**config.mk**
```make
export PLATFORM = sky130hd
export DESIGN_NAME = regsel_regfile
export DESIGN_NICKNAME = d
export VERILOG_FILES = /design/src/rtl/regsel_pkg.sv /design/src/rtl/regsel_addr_mux.sv /design/src/rtl/regsel_storage.sv /design/src/rtl/regsel_bus_drive.sv /design/src/rtl/regsel_regfile.sv
export SDC_FILE = /design/constraint.sdc
export NUM_CORES = 1
export LEC_CHECK = 0
export ABC_AREA = 1
export ABC_CLOCK_PERIOD_IN_PS = 3400
export BUFFER_PORTS_ARGS = -buffer_cell sky130_fd_sc_hd__buf_2
export CORE_MARGIN = 5
export CORE_UTILIZATION = 59
export CTS_CLUSTER_DIAMETER = 60
export CTS_CLUSTER_SIZE = 10
export DETAILED_ROUTE_END_ITERATION = 10
export PLACE_DENSITY = 0.86
export SYNTH_ARGS = -nofsm -noshare
export SYNTH_HDL_FRONTEND = slang
export SYNTH_SLANG_ARGS = --single-unit
export TNS_END_PERCENT = 30
```
**constraint.sdc**
```tcl
create_clock -name clk -period 3.4 [get_ports clk]
set_input_delay 0.34 -clock clk [delete_from_list [all_inputs] [get_ports clk]]
set_output_delay 0.34 -clock clk [all_outputs]
set_load 0.005 [all_outputs]
```
**src/rtl/regsel_pkg.sv**
```systemverilog
package regsel_pkg;

   typedef enum logic [1:0] {
      SEL_FIELD_HI  = 2'b00,
      SEL_FIELD_MID = 2'b01,
      SEL_FIELD_LO  = 2'b10,
      SEL_LINK      = 2'b11
   } regsel_e;

endpackage

```
**src/rtl/regsel_addr_mux.sv**
```systemverilog
module regsel_addr_mux
   import regsel_pkg::*;
#(
   parameter int INSTR_W  = 32,
   parameter int ADDR_W   = 4,
   parameter int HI_LSB   = 24,
   parameter int MID_LSB  = 20,
   parameter int LO_LSB   = 0,
   parameter int LINK_IDX = 15
) (
   input  logic [INSTR_W-1:0] instr,
   input  logic [1:0]         sel,
   output logic [ADDR_W-1:0]  idx
);

   localparam logic [ADDR_W-1:0] LinkConst = ADDR_W'(LINK_IDX);

   logic [ADDR_W-1:0] field_hi;
   logic [ADDR_W-1:0] field_mid;
   logic [ADDR_W-1:0] field_lo;
   logic              unused_instr_bits;

   assign field_hi  = instr[HI_LSB  +: ADDR_W];
   assign field_mid = instr[MID_LSB +: ADDR_W];
   assign field_lo  = instr[LO_LSB  +: ADDR_W];
   assign unused_instr_bits = ^instr;

   always_comb begin
      case (regsel_e'(sel))
         SEL_FIELD_HI:  idx = field_hi;
         SEL_FIELD_MID: idx = field_mid;
         SEL_FIELD_LO:  idx = field_lo;
         default:       idx = LinkConst;
      endcase
   end

endmodule

```
**src/rtl/regsel_storage.sv**
```systemverilog
module regsel_storage #(
   parameter int DATA_W        = 32,
   parameter int NUM_REGS      = 16,
   parameter int ADDR_W        = 4,
   parameter bit HARDWIRE_ZERO = 1'b1
) (
   input  logic              clk,
   input  logic              rst,
   input  logic              wr_en,
   input  logic [ADDR_W-1:0] idx,
   input  logic [DATA_W-1:0] wr_data,
   output logic [DATA_W-1:0] rd_raw
);

   logic [NUM_REGS-1:0][DATA_W-1:0] bank;

   for (genvar g = 0; g < NUM_REGS; g++) begin : g_entry
      if (g == 0 && HARDWIRE_ZERO) begin : g_tied
         assign bank[g] = '0;
      end else begin : g_flop
         logic [DATA_W-1:0] q;
         logic              hit;
         assign hit = wr_en && (idx == ADDR_W'(g));
         always_ff @(posedge clk) begin
            if (rst) begin
               q <= '0;
            end else if (hit) begin
               q <= wr_data;
            end
         end
         assign bank[g] = q;
      end
   end

   assign rd_raw = bank[idx];

endmodule

```
**src/rtl/regsel_bus_drive.sv**
```systemverilog
module regsel_bus_drive #(
   parameter int DATA_W = 32
) (
   input  logic              drive_en,
   input  logic [DATA_W-1:0] rd_raw,
   output logic [DATA_W-1:0] rd_data,
   output logic              bus_valid
);

   assign rd_data   = drive_en ? rd_raw : '0;
   assign bus_valid = drive_en;

endmodule

```
**src/rtl/regsel_regfile.sv**
```systemverilog
module regsel_regfile #(
   parameter int DATA_W        = 32,
   parameter int NUM_REGS      = 16,
   parameter int INSTR_W       = 32,
   parameter int HI_LSB        = 24,
   parameter int MID_LSB       = 20,
   parameter int LO_LSB        = 0,
   parameter int LINK_IDX      = 15,
   parameter bit HARDWIRE_ZERO = 1'b1
) (
   input  logic               clk,
   input  logic               rst,
   input  logic [INSTR_W-1:0] instr,
   input  logic [1:0]         reg_sel,
   input  logic               wr_en,
   input  logic [DATA_W-1:0]  wr_data,
   input  logic               drive_en,
   output logic [DATA_W-1:0]  rd_data,
   output logic               bus_valid
);

   localparam int ADDR_W = (NUM_REGS > 1) ? $clog2(NUM_REGS) : 1;

   if (NUM_REGS < 2 || (1 << ADDR_W) != NUM_REGS) begin : g_bad_depth
      $error("regsel_regfile: NUM_REGS must be a power of two, at least 2");
   end
   if (HI_LSB + ADDR_W > INSTR_W || MID_LSB + ADDR_W > INSTR_W ||
       LO_LSB + ADDR_W > INSTR_W) begin : g_bad_field
      $error("regsel_regfile: a register field lies outside the instruction");
   end
   if (LINK_IDX < 0 || LINK_IDX >= NUM_REGS) begin : g_bad_link
      $error("regsel_regfile: LINK_IDX out of range");
   end
   if (DATA_W < 1) begin : g_bad_width
      $error("regsel_regfile: DATA_W must be positive");
   end

   logic [ADDR_W-1:0] sel_idx;
   logic [DATA_W-1:0] rd_raw;

   regsel_addr_mux #(
      .INSTR_W (INSTR_W),
      .ADDR_W  (ADDR_W),
      .HI_LSB  (HI_LSB),
      .MID_LSB (MID_LSB),
      .LO_LSB  (LO_LSB),
      .LINK_IDX(LINK_IDX)
   ) u_mux (
      .instr(instr),
      .sel  (reg_sel),
      .idx  (sel_idx)
   );

   regsel_storage #(
      .DATA_W       (DATA_W),
      .NUM_REGS     (NUM_REGS),
      .ADDR_W       (ADDR_W),
      .HARDWIRE_ZERO(HARDWIRE_ZERO)
   ) u_store (
      .clk    (clk),
      .rst    (rst),
      .wr_en  (wr_en),
      .idx    (sel_idx),
      .wr_data(wr_data),
      .rd_raw (rd_raw)
   );

   regsel_bus_drive #(
      .DATA_W(DATA_W)
   ) u_drive (
      .drive_en (drive_en),
      .rd_raw   (rd_raw),
      .rd_data  (rd_data),
      .bus_valid(bus_valid)
   );

endmodule

```
==> run_results.csv <==
group,metric,value,unit
finish,area_growth_syn_to_layout,8.01,%
synth,synth_top_area_cell,"dfxtp_1",
critical_path,startpoint,"reg_sel[1]",
drt,vias,23100,
finish,finalNetCount,3725,
clocking,cts_tree,"done",
timing,slew-limit-headroom,0.491,
global_route,grt_pass1_vias,21200,
timing,worstMarginPinSlew,0.764,ns
timing,fin_crit_sh,0.818,
clocking,post_cts_buffers,0,
floorplanning,start_util,0.594,
hold_path,hold_class,"in -> reg",
timing,min_period,2.78,ns
clocking,clk_latency,0.58,ns
critical_path,crit_fanout,40,
synth,yosys.area.top_type_share,0.409,
drt,routedWlPerCell,16.0,um
global_route,antenna_found_initial,1,
pwr,peakVddDrop,0.000436,V
global_route,grt_overflow,0,
synth,ys_warn_count,0,
global_route,use_met2,0.483,
finish,final_cell_mix,"1765 x nand2_1, 480 x a21oi_1, 480 x dfxtp_1",
global_route,grtUsageTotal,0.291,
drt,drc,0,
synth,ys_seq_area_frac,0.409,
job,cap_violations,0,
global_route,grt_busiest_layer,"met2",
global_route,grtUsageMet3,0.0375,
drt,vias_per_cell,5.52,
timing,hold_violations,0,
placed_design,port_buffers,82,
timing,finalClockSkew,0,ns
finish,regMostFlops,"u_store.g_entry.g_flop.q",
finish,antenna_cells,0,
clocking,cts.htree.levels,2,
clocking,cts_hold_buf,0,
floorplanning,die-area,43900,um^2
status,status,"complete, no violations",
finish,drive_gt1_frac,0.0675,
floorplanning,ioPinCount,103,
synth,synth_cells,3756,
synth,synth.top_cells.by_area,"dfxtp_1 41%, nand2_1 28%, a21oi_1 10%",
floorplanning,rows,73,
clocking,clk_pin_slew_worst_paths,0.06,ns
placed_design,place_ws,0.582,ns
global_route,grt_util_met1,0.362,
drt,drtIter0Drc,2380,
pwr,p_per_area,504,nW/um^2
critical_path,worst-endpoint-required,3.06,ns
finish,layout_commonest_cell,"nand2_1",
clocking,clockBufferDepth,3,
drt,finalWirelength,66.9,mm
timing,final.setup.worst_slack,0.619,ns
synth,ys_types,20,
drt,dr.pass1.iters,5,
finish,top_regs,"u_store.g_entry.g_flop.q: 480 flops",
clocking,postCtsResizedCells,0,
placed_design,dp_hpwl,40.8,mm
floorplanning,design.core.area,39500,um^2
global_route,grt_pass1_wl,107,mm
critical_path,cp-start-kind,"input port",
synth,syn_nets,3826,
timing,final-setup-viol-count,0,
critical_path,end_kind,"output pin",
floorplanning,chipWidth,210,um
finish,largest_reg_flops,480,
finish,final_util,0.641,
clocking,root_buffer,"clkbuf_16",
drt,final_antenna_net_count,0,
timing,maxSlewViolCount,0,
global_route,grt_start_max_net_pins,102,
critical_path,regToRegStartpoint,"u_store.g_entry[8].g_flop.q[12]",
timing,grt_setup_unrepaired,"no",
timing,finalSetupTns,0,ns
timing,timing.hold.ws,0.171,ns
synth,syn-cell-area,23500,um^2
clocking,numCtsBuffers,54,
placed_design,gp_congestion,0.865,
synth,ys_ff_latch,480,
critical_path,crit_type,"in -> out",
floorplanning,dieHeight,210,um
hold_path,holdCritStartpoint,"wr_data[18]",
pwr,p_leak,9.87,nW
synth,syn-mean-instance-area,6.25,um^2
clocking,cts.sinks,480,
critical_path,crit_arrival,2.44,ns
timing,clock.fmax,360,MHz
[logic make-up after synthesis]
logic type	synth area share
simple gates	0.376
buf+inv	0.104
compound gates	0.110
flops	0.409
[metrics by stage]
stage	instances	instance area [um^2]	total power, W
finish	4185	25400	0.0128
global route	4185	25400	0.0133
CTS	4185	25400	0.0128
detailed placement	4124	23900	0.00775
global placement	4124	23900	0.00773
floorplan	3756	23500	0.00715
[synthesized netlist by cell type (all sizes together)]
library cell     n
a21oi          480
buf            131
clkbuf         161
dfxtp          480
inv            313
nand2         1771
nand3           74
nand3b          64
nand4           96
nor2           150
o21ai           36
[metal layers]
layer | up-vias | part of all wire
met5 | - | 0.00030
met4 | 2 | 0.063
met3 | 251 | 0.068
met2 | 1010 | 0.47
met1 | 10500 | 0.39
li1 | 11400 | -
[path summary, 6_finish.rpt]
kind | end | slack (ns) | cells after the start
setup / recovery | rd_data[2] | 0.62 | 12
hold / removal | u_store.g_entry[6].g_flop.q[18] | 0.17 | 3
setup reg to reg | u_store.g_entry[8].g_flop.q[12] | 2.74 | 2
hold reg to reg | u_store.g_entry[12].g_flop.q[10] | 0.46 | 2
[power breakdown]
| part | internal [W] | leakage [nW] | total (W) | switching, W |
|---|---|---|---|---|
| logic | 0.000556 | 5.28 | 0.00189 | 0.00134 |
| clock network | 0.00294 | 0.716 | 0.00512 | 0.00218 |
| registers | 0.00573 | 3.87 | 0.00578 | 0.0000476 |
[worst max-delay path, stage by stage]
cell and delay (ns):
buf_2 0.17, nor2_4 0.18, nand2_4 0.09, nand3_4 0.31, buf_4 0.45, nand2_1 0.09, nand2_1 0.09, nand3_1 0.08
nand2_1 0.06, nand3_1 0.16, nor2_1 0.22, buf_2 0.15
[final cells by class]
type	instances	area, um^2
Fill cell	3455	14200
Inverter	313	1180
Clock inverter	1	8.76
Timing Repair Buffer	135	1010
Clock buffer	60	1450
Multi-Input combinational cell	2671	11500
Tap cell	525	657
Sequential cell	480	9610
No activity file was read; power rests on OpenSTA's default activity.
